`src/rtl/lnk_rx_pkg.sv`:
```
package lnk_rx_pkg;

    localparam int LANE_W = 8;
    localparam int LANES  = 2;
    localparam int HALF_W = LANE_W * LANES;
    localparam int WORD_W = 2 * HALF_W;
    localparam int CRC_W  = HALF_W;

    localparam logic [LANE_W-1:0] CODE_START   = 8'hDC;
    localparam logic [LANE_W-1:0] CODE_END     = 8'h9C;
    localparam logic [LANE_W-1:0] CODE_XON     = 8'h5C;
    localparam logic [LANE_W-1:0] CODE_XOFF    = 8'h7C;
    localparam logic [LANE_W-1:0] CODE_IDLE_K  = 8'hBC;
    localparam logic [LANE_W-1:0] CODE_IDLE_D  = 8'hC5;
    localparam logic [LANE_W-1:0] CODE_LOS     = 8'hFF;
    localparam logic [LANE_W-1:0] CODE_ERR     = 8'h00;

    typedef enum logic [3:0] {
        SK_DATA,
        SK_IDLE,
        SK_START,
        SK_END,
        SK_XON,
        SK_XOFF,
        SK_LOS,
        SK_ERRK,
        SK_OTHER
    } sym_kind_e;

    typedef enum logic [1:0] {
        ST_HUNT,
        ST_LOW,
        ST_HIGH,
        ST_CRC
    } rx_state_e;

    // One CRC step over a full half-word, most significant bit first.
    function automatic logic [CRC_W-1:0] crc_step(
        input logic [CRC_W-1:0]  poly,
        input logic [CRC_W-1:0]  crc_in,
        input logic [HALF_W-1:0] din
    );
        logic [CRC_W-1:0] c;
        logic             fb;
        c = crc_in;
        for (int b = HALF_W - 1; b >= 0; b--) begin
            fb = c[CRC_W-1] ^ din[b];
            c  = {c[CRC_W-2:0], 1'b0} ^ (fb ? poly : '0);
        end
        return c;
    endfunction

endpackage

```
`src/rtl/lnk_sym_class.sv`:
```
module lnk_sym_class
    import lnk_rx_pkg::*;
(
    input  logic [HALF_W-1:0] sym,
    input  logic              ctl_lo,
    input  logic              ctl_hi,
    output sym_kind_e         kind
);

    logic [LANES-1:0]  ctl_vec;
    logic [LANES-1:0]  lane_los;
    logic [LANES-1:0]  lane_err;
    logic [LANE_W-1:0] byte_lo;
    logic [LANE_W-1:0] byte_hi;

    assign ctl_vec = {ctl_hi, ctl_lo};
    assign byte_lo = sym[LANE_W-1:0];
    assign byte_hi = sym[HALF_W-1:LANE_W];

    for (genvar i = 0; i < LANES; i++) begin : g_lane
        assign lane_los[i] = ctl_vec[i] && (sym[i*LANE_W +: LANE_W] == CODE_LOS);
        assign lane_err[i] = ctl_vec[i] && (sym[i*LANE_W +: LANE_W] == CODE_ERR);
    end

    always_comb begin
        kind = SK_OTHER;
        if (ctl_vec == '0) begin
            kind = SK_DATA;
        end else if (|lane_los) begin
            kind = SK_LOS;
        end else if (|lane_err) begin
            kind = SK_ERRK;
        end else if (ctl_hi && !ctl_lo && byte_hi == CODE_IDLE_K && byte_lo == CODE_IDLE_D) begin
            kind = SK_IDLE;
        end else if (ctl_hi && ctl_lo && byte_hi == byte_lo) begin
            case (byte_hi)
                CODE_START: kind = SK_START;
                CODE_END:   kind = SK_END;
                CODE_XON:   kind = SK_XON;
                CODE_XOFF:  kind = SK_XOFF;
                default:    kind = SK_OTHER;
            endcase
        end
    end

endmodule

```
`src/rtl/lnk_crc16.sv`:
```
module lnk_crc16
    import lnk_rx_pkg::*;
#(
    parameter logic [CRC_W-1:0] POLY = 16'h1021,
    parameter logic [CRC_W-1:0] INIT = 16'hFFFF
) (
    input  logic              clk,
    input  logic              rst_n,
    input  logic              preset,
    input  logic              upd,
    input  logic [HALF_W-1:0] din,
    output logic [CRC_W-1:0]  crc
);

    always_ff @(posedge clk or negedge rst_n) begin
        if (!rst_n) begin
            crc <= INIT;
        end else if (preset) begin
            crc <= INIT;
        end else if (upd) begin
            crc <= crc_step(POLY, crc, din);
        end
    end

endmodule

```
`src/rtl/lnk_word_pack.sv`:
```
module lnk_word_pack
    import lnk_rx_pkg::*;
(
    input  logic              clk,
    input  logic              rst_n,
    input  logic              clear,
    input  logic              take_lo,
    input  logic              take_hi,
    input  logic [HALF_W-1:0] din,
    input  logic              close,
    input  logic              close_err,
    output logic [WORD_W-1:0] out_data,
    output logic              out_valid,
    output logic              out_sop,
    output logic              out_eop,
    output logic              out_err
);

    logic [HALF_W-1:0] lo_q;
    logic [WORD_W-1:0] hold_q;
    logic              hold_vld;
    logic              hold_first;

    always_ff @(posedge clk or negedge rst_n) begin
        if (!rst_n) begin
            lo_q       <= '0;
            hold_q     <= '0;
            hold_vld   <= 1'b0;
            hold_first <= 1'b0;
            out_data   <= '0;
            out_valid  <= 1'b0;
            out_sop    <= 1'b0;
            out_eop    <= 1'b0;
            out_err    <= 1'b0;
        end else begin
            out_valid <= 1'b0;
            out_sop   <= 1'b0;
            out_eop   <= 1'b0;
            out_err   <= 1'b0;
            if (clear) begin
                hold_vld   <= 1'b0;
                hold_first <= 1'b0;
            end
            if (take_lo) begin
                lo_q <= din;
            end
            if (take_hi) begin
                // the previous word is now known not to be the last one
                if (hold_vld) begin
                    out_valid <= 1'b1;
                    out_sop   <= hold_first;
                    out_data  <= hold_q;
                end
                hold_q     <= {din, lo_q};
                hold_vld   <= 1'b1;
                hold_first <= ~hold_vld;
            end
            if (close) begin
                if (hold_vld) begin
                    out_valid <= 1'b1;
                    out_sop   <= hold_first;
                    out_eop   <= 1'b1;
                    out_err   <= close_err;
                    out_data  <= hold_q;
                end
                hold_vld   <= 1'b0;
                hold_first <= 1'b0;
            end
        end
    end

endmodule

```
`src/rtl/lnk_frame_rx.sv`:
```
module lnk_frame_rx
    import lnk_rx_pkg::*;
#(
    parameter logic [CRC_W-1:0] CRC_POLY = 16'h1021,
    parameter logic [CRC_W-1:0] CRC_INIT = 16'hFFFF
) (
    input  logic              clk,
    input  logic              rst_n,
    input  logic [HALF_W-1:0] rx_sym,
    input  logic              rx_ctl_lo,
    input  logic              rx_ctl_hi,
    output logic [WORD_W-1:0] out_data,
    output logic              out_valid,
    output logic              out_sop,
    output logic              out_eop,
    output logic              out_err,
    output logic              xon_pulse,
    output logic              xoff_pulse,
    output logic              los_flag,
    output logic              link_err
);

    sym_kind_e        kind;
    rx_state_e        state_q;
    rx_state_e        state_d;
    logic             pkt_start;
    logic             crc_upd;
    logic             take_lo;
    logic             take_hi;
    logic             close;
    logic             close_err;
    logic [CRC_W-1:0] crc_q;

    lnk_sym_class u_class (
        .sym    (rx_sym),
        .ctl_lo (rx_ctl_lo),
        .ctl_hi (rx_ctl_hi),
        .kind   (kind)
    );

    lnk_crc16 #(
        .POLY (CRC_POLY),
        .INIT (CRC_INIT)
    ) u_crc (
        .clk    (clk),
        .rst_n  (rst_n),
        .preset (pkt_start),
        .upd    (crc_upd),
        .din    (rx_sym),
        .crc    (crc_q)
    );

    lnk_word_pack u_pack (
        .clk       (clk),
        .rst_n     (rst_n),
        .clear     (pkt_start),
        .take_lo   (take_lo),
        .take_hi   (take_hi),
        .din       (rx_sym),
        .close     (close),
        .close_err (close_err),
        .out_data  (out_data),
        .out_valid (out_valid),
        .out_sop   (out_sop),
        .out_eop   (out_eop),
        .out_err   (out_err)
    );

    // state register
    always_ff @(posedge clk or negedge rst_n) begin
        if (!rst_n) begin
            state_q <= ST_HUNT;
        end else begin
            state_q <= state_d;
        end
    end

    // next state and per-symbol controls
    always_comb begin
        state_d   = state_q;
        pkt_start = 1'b0;
        crc_upd   = 1'b0;
        take_lo   = 1'b0;
        take_hi   = 1'b0;
        close     = 1'b0;
        close_err = 1'b0;
        unique case (state_q)
            ST_HUNT: begin
                if (kind == SK_START) begin
                    pkt_start = 1'b1;
                    state_d   = ST_LOW;
                end
            end
            ST_LOW: begin
                case (kind)
                    SK_DATA: begin
                        take_lo = 1'b1;
                        crc_upd = 1'b1;
                        state_d = ST_HIGH;
                    end
                    SK_IDLE, SK_XON, SK_XOFF: ;
                    SK_END:  state_d = ST_CRC;
                    default: begin
                        close     = 1'b1;
                        close_err = 1'b1;
                        state_d   = ST_HUNT;
                    end
                endcase
            end
            ST_HIGH: begin
                case (kind)
                    SK_DATA: begin
                        take_hi = 1'b1;
                        crc_upd = 1'b1;
                        state_d = ST_LOW;
                    end
                    SK_IDLE, SK_XON, SK_XOFF: ;
                    default: begin
                        close     = 1'b1;
                        close_err = 1'b1;
                        state_d   = ST_HUNT;
                    end
                endcase
            end
            ST_CRC: begin
                case (kind)
                    SK_DATA: begin
                        close     = 1'b1;
                        close_err = (rx_sym != crc_q);
                        state_d   = ST_HUNT;
                    end
                    SK_IDLE, SK_XON, SK_XOFF: ;
                    default: begin
                        close     = 1'b1;
                        close_err = 1'b1;
                        state_d   = ST_HUNT;
                    end
                endcase
            end
        endcase
    end

    // link-level indications
    always_ff @(posedge clk or negedge rst_n) begin
        if (!rst_n) begin
            xon_pulse  <= 1'b0;
            xoff_pulse <= 1'b0;
            los_flag   <= 1'b0;
            link_err   <= 1'b0;
        end else begin
            xon_pulse  <= (kind == SK_XON);
            xoff_pulse <= (kind == SK_XOFF);
            los_flag   <= (kind == SK_LOS);
            link_err   <= (kind == SK_ERRK) || (kind == SK_OTHER);
        end
    end

endmodule

```
`config.mk`:
```
export PLATFORM = sky130hd
export DESIGN_NAME = lnk_frame_rx
export DESIGN_NICKNAME = d
export VERILOG_FILES = /design/src/rtl/lnk_rx_pkg.sv /design/src/rtl/lnk_sym_class.sv /design/src/rtl/lnk_crc16.sv /design/src/rtl/lnk_word_pack.sv /design/src/rtl/lnk_frame_rx.sv
export SDC_FILE = /design/constraint.sdc
export NUM_CORES = 1
export LEC_CHECK = 0
export BUFFER_PORTS_ARGS = -buffer_cell sky130_fd_sc_hd__buf_2
export CORE_AREA = 2 2 110 112
export DETAILED_ROUTE_END_ITERATION = 7
export DIE_AREA = 0 0 112 114
export PLACE_DENSITY = 0.75
export SETUP_SLACK_MARGIN = 0.5
export SLEW_MARGIN = 25
export SYNTH_ARGS = -nofsm -noshare
export SYNTH_HDL_FRONTEND = slang
export SYNTH_SLANG_ARGS = --single-unit
export TNS_END_PERCENT = 10
```
`constraint.sdc`:
```
create_clock -name clk -period 2.3 [get_ports clk]
set_clock_uncertainty 0.2 [all_clocks]
set_input_delay 0.345 -clock clk [delete_from_list [all_inputs] [get_ports clk]]
set_output_delay 0.345 -clock clk [all_outputs]
set_load 0.1 [all_outputs]
```
# --- Word-level counts from Yosys, hierarchy flattened ---
# Cells that the tools add are included.
totals:
  word_cells: 159
  ff_bits: 108
  input_bits: 20
op_classes:
  n_reduce_logical: 25
  eq_ne: 25
  mux: 61
  bitwise_logic: 33
ops:
  columns: ["cell", "count"]
  rows:
  - ["$xor A16 B16 Y16", 16]
  - ["$mux W13", 16]
  - ["$mux W32", 4]
  - ["$eq A8 B8 Y1 const B", 6]
  - ["$mux W16", 2]
  - ["$mux W1", 25]
  - ["$mux W4", 5]
  - ["$eq A4 B3 Y1 const B", 4]
  - ["$eq A8 B7 Y1 const B", 2]
  - ["$logic_not A8 Y1", 2]
  - ["$ne A16 B16 Y1", 1]
  - ["$pmux W4 S4", 1]
  - ["$xor A1 B1 Y1", 16]
  - ["$logic_and A1 B1 Y1", 9]
  - ["$eq A4 B2 Y1 const B", 2]
  - ["$eq A8 B8 Y1", 1]
  - ["$ne A2 B2 Y1 const B", 4]
  - ["$pmux W2 S4", 1]
  - ["$pmux W1 S3", 2]
  - ["$pmux W2 S3", 1]
  - ["$reduce_or A2 Y1", 3]
  - ["$reduce_or A5 Y1", 1]
  - ["$eq A2 B2 Y1 const B", 2]
  - ["$eq A4 B1 Y1 const B", 1]
  - ["15 further kinds", 17]

# --- Depth between registers and ports, before layout ---
depth:
  depth_word: 50
  ltp_mapped: 9
  depth_no_buf: 6

# --- By module ---
# Synthesis repeated with hierarchy kept, for this count alone.
hier_totals:
  hier_cells: 407
  hier_area_um2: 5397.7
by_module_without_submodules:
  columns: ["module", "n_inst", "cells_each", "seq_area_each_um2", "area_per_inst_um2"]
  rows:
  - ["lnk_word_pack", 1, 187, 2152.1, 3198.1]
  - ["lnk_crc16", 1, 113, 420.4, 1247.4]
  - ["lnk_frame_rx", 1, 66, 150.1, 640.6]
  - ["lnk_sym_class", 1, 41, 0.0, 311.5]

# --- Worst setup path before layout ---
# OpenSTA, ideal clock, no wires.
synth_path:
  path_kind: "in2reg"
  start: "input rx_sym[14]"
  end: "register with a tool-made name"
  setup_slack_ns: -0.480
  stages: 8
  required_ns: 1.962
  setup_ns: 0.138
  t_arrival_ns: 2.442
  cell_sequence: "buf_2 > xor2_1 > or4_4 > or4_4 > a31o_4 > buf_6 > o2111ai_1 > o211ai_1"
synth_rtl:
  columns: ["item", "line", "rtl"]
  rows:
  - ["start, declared", "lnk_frame_rx.sv:9", "input logic [HALF_W-1:0] rx_sym,"]

==> impl_metrics.json <==
{
  "synth_cells": 619,
  "synth_seq_area_share_pct": 44.76,
  "io_pins": 60,
  "synthAdderAreaFrac_pct": 0.8227,
  "use_met1_pct": 39.08,
  "viasPerCell": 6.407,
  "busiest_layer": "met2",
  "cap_viol_max_count": 0,
  "cts-root-buf": "clkbuf_16",
  "initial_utilization_pct": 51.94,
  "cp_max_fo": 11,
  "critPathArrivalTime_ps": 2490,
  "r2r_cells": 9,
  "p_clk_share_pct": 14.7,
  "yosys_register_bits": 108,
  "synth_area_um2": 6083,
  "synthSimpleGateAreaFrac_pct": 14.87,
  "rsz0062_at_grt": "true",
  "powerDensity_nw_per_um2": 1344,
  "grt_util_met3_pct": 4.729,
  "setup_violations": 54,
  "place_area_um2": 7411,
  "power.internal_mw": 6.182,
  "hold_ws_ps": 121.1,
  "ff2ff_setup_slack_ps": -20,
  "critPathLaunchType": "input pin",
  "yosysUniqueCellTypes": 59,
  "min_path_type": "in -> reg",
  "seqPwrFrac_pct": 28.6,
  "fin_nets": 776,
  "antenna_found_initial": 0,
  "synth_compound_area_share_pct": 22.25,
  "dpl_worst_slack_ps": -546.7,
  "synth_top_area_share_pct": 37.84,
  "stdcell_area_um2": 8168,
  "power_leakage_nw": 3.509,
  "final_util_pct": 69.74,
  "dieArea_um2": 12770,
  "status": "finished, violations left",
  "wl_per_cell_um": 21.05,
  "drt-total-wl_um": 19030,
  "drive_above_1_share_pct": 40.03,
  "worst_pin_slew_ps": 549.7,
  "endpoint_kind": "flip-flop",
  "path_class": "in -> reg",
  "via_count": 5792,
  "worstPathRequired_ps": 2330,
  "antenna_cells": 0,
  "hold_viol_final": 0,
  "clockBufferDepth": 2,
  "grt_pass1_vias": 5595,
  "switching_share_pct": 43.68,
  "timing.final.crit_share_pct": 107.0,
  "synth_enable_flop_cells": 0,
  "synth_top_cells_by_area": "dfrtp_1, o211ai_1, dfstp_2",
  "fp.dieH_um": 114,
  "drc": 0,
  "max-vdd-ir-drop_mv": 1.468,
  "gp_routability_congestion": 1.012,
  "core_um2": 11710,
  "synth_top_area_cell": "dfrtp_1",
  "ant_nets": 0,
  "area_growth_pct": 34.27,
  "drt-initial-drc-count": 626,
  "holdPathStages": 4,
  "grt_max_degree": 48,
  "max_freq_ghz": 0.4063,
  "slew_headroom_pct": 63.36,
  "clock_sinks": 108,
  "portBuffers": 59,
  "tritoncts": "yes",
  "violations": "negative setup slack",
  "grt_pass1_wl_um": 29740,
  "grt_use_met2_pct": 49.29,
  "drv_slew": 0,
  "setup_ws_ps": -161.0,
  "grt.overflow.total": 0,
  "die_w_um": 112,
  "synthMuxAreaShare_pct": 2.962,
  "groute.usage.overall_pct": 29.53,
  "p_switching_mw": 4.794,
  "p_comb_share_pct": 56.7,
  "h-tree-depth": 3,
  "cts_made_buffers": 9,
  "dp.final_hpwl_um": 12680,
  "clk_pin_slew_ps": 70,
  "synth.avg_cell_area_um2": 9.828,
  "synth_top_family_by_area": "compound AO/OA/AOI/OAI gates",
  "yosys_warnings": 0,
  "firstDrtPassIters": 5,
  "synthXorXnorAreaFrac_pct": 9.235,
  "num_rows": 40,
  "clk_latency_ps": 360,
  "ys.flop_type": "dfrtp_1",
  "period_minus_slack_ps": 2461,
  "synth_nets": 643,
  "async_reset_ff_share_pct": 100.0
}
cell usage after synthesis, types with 5 or more instances:
cell type  count
xnor2_1       40
buf_2          8
o21ai_0        6
dfstp_2       16
nor4_1         6
o211ai_1      71
dfrtp_1       92
nor2_1        24
clkbuf_1      43
buf_4          5
xor2_1        11
o31ai_1       33
nor3_1         6
mux2_2        16
a31oi_1        6
nand4_1       10
nand2_1      110
o2111ai_1     32
a21oi_1        5
nand3_1        7
and3_1         5
worst max-delay path, cell delays in order:
cell and delay, ps:
buf_8 110, xor2_2 170, or4_4 530, or4_4 510
a31o_4 320, clkbuf_16 200, o2111ai_2 190, o211ai_1 110
final timing paths:
path / start / endpoint
min in group asynchronous: rst_n / async pin
min: rx_sym[14] / u_pack.hold_q[30]
max: rx_sym[14] / flip-flop
max in group asynchronous: rst_n / u_crc.crc[10]
min reg2reg: u_pack.lo_q[10] / u_pack.hold_q[10]
max reg2reg: u_crc.crc[15] / u_crc.crc[5]
power by group through the flow:
| stage | clock [mW] | sequential [mW] | combinational (mW) |
|---|---|---|---|
| after floorplan | 0 | 3.75 | 3.18 |
| after global placement | 0 | 3.09 | 5.74 |
| after detailed placement | 0 | 3.13 | 5.91 |
| after CTS | 1.61 | 3.11 | 6.06 |
| after global routing | 1.71 | 3.20 | 6.66 |
| final | 1.61 | 3.14 | 6.23 |
routing by layer:
metal	vias to the layer above	wire length, um
met1	2903	7707
li1	2566	-
met4	0	571
met2	272	9648
met3	51	1106
met5	-	0
cell usage in the layout, fill, tap and decap left out, drive strengths merged, types with 2 or more instances in the layout:
cell type,count
or3,3
nor4,8
nand3,7
xnor2,40
mux2,16
o31ai,33
or4,3
a31oi,7
and4,3
nand2,110
nand4,11
xnor3,3
clkbuf,14
a211o,2
xor2,11
dfstp,16
o2111ai,32
a311oi,2
o211ai,71
a2bb2oi,2
a221oi,3
buf,181
a21boi,2
nor2,24
a21oi,5
and3,5
xor3,2
and2,3
nor3,6
inv,6
or2,3
ha,4
dfrtp,92
o21ai,9
through the flow:
step	power [mW]	TNS, ps	instances
global route	11.57	-8099	904
global placement	8.829	-24270	877
CTS	10.77	-3973	898
detailed placement	9.032	-27100	877
floorplan	6.938	-19160	619
finish	10.98	-5517	904
what timing repair did:
action                                  4_1_cts  5_1_grt
pin swaps                                     5       15
buffers inserted                              3        2
endpoints found under the hold margin        35        0
hold buffers                                  1        0
resized for setup                            30       33
endpoints found under the setup margin       74      104
cloned                                        1        4
cell type report:
cell class	count	area, um^2
clock buffer	11	232.7
clock inverter	5	62.56
fill	879	3543
inverter	4	15.01
multi-input combinational	444	3413
sequential	108	2723
tap	147	183.9
timing repair buffer	185	1538
cells by family (layout without fill, tap and decap cells):
kind of cell / count (synthesis) / after routing
buffers and inverters: 67 / 205
xor gates and xnor gates: 56 / 56
adders and majority gates: 4 / 4
and+or+nand+nor: 193 / 193
DFF: 108 / 108
AOI/OAI and AO/OA: 175 / 175
muxes: 16 / 16
No activity file was read; power rests on OpenSTA's default activity.
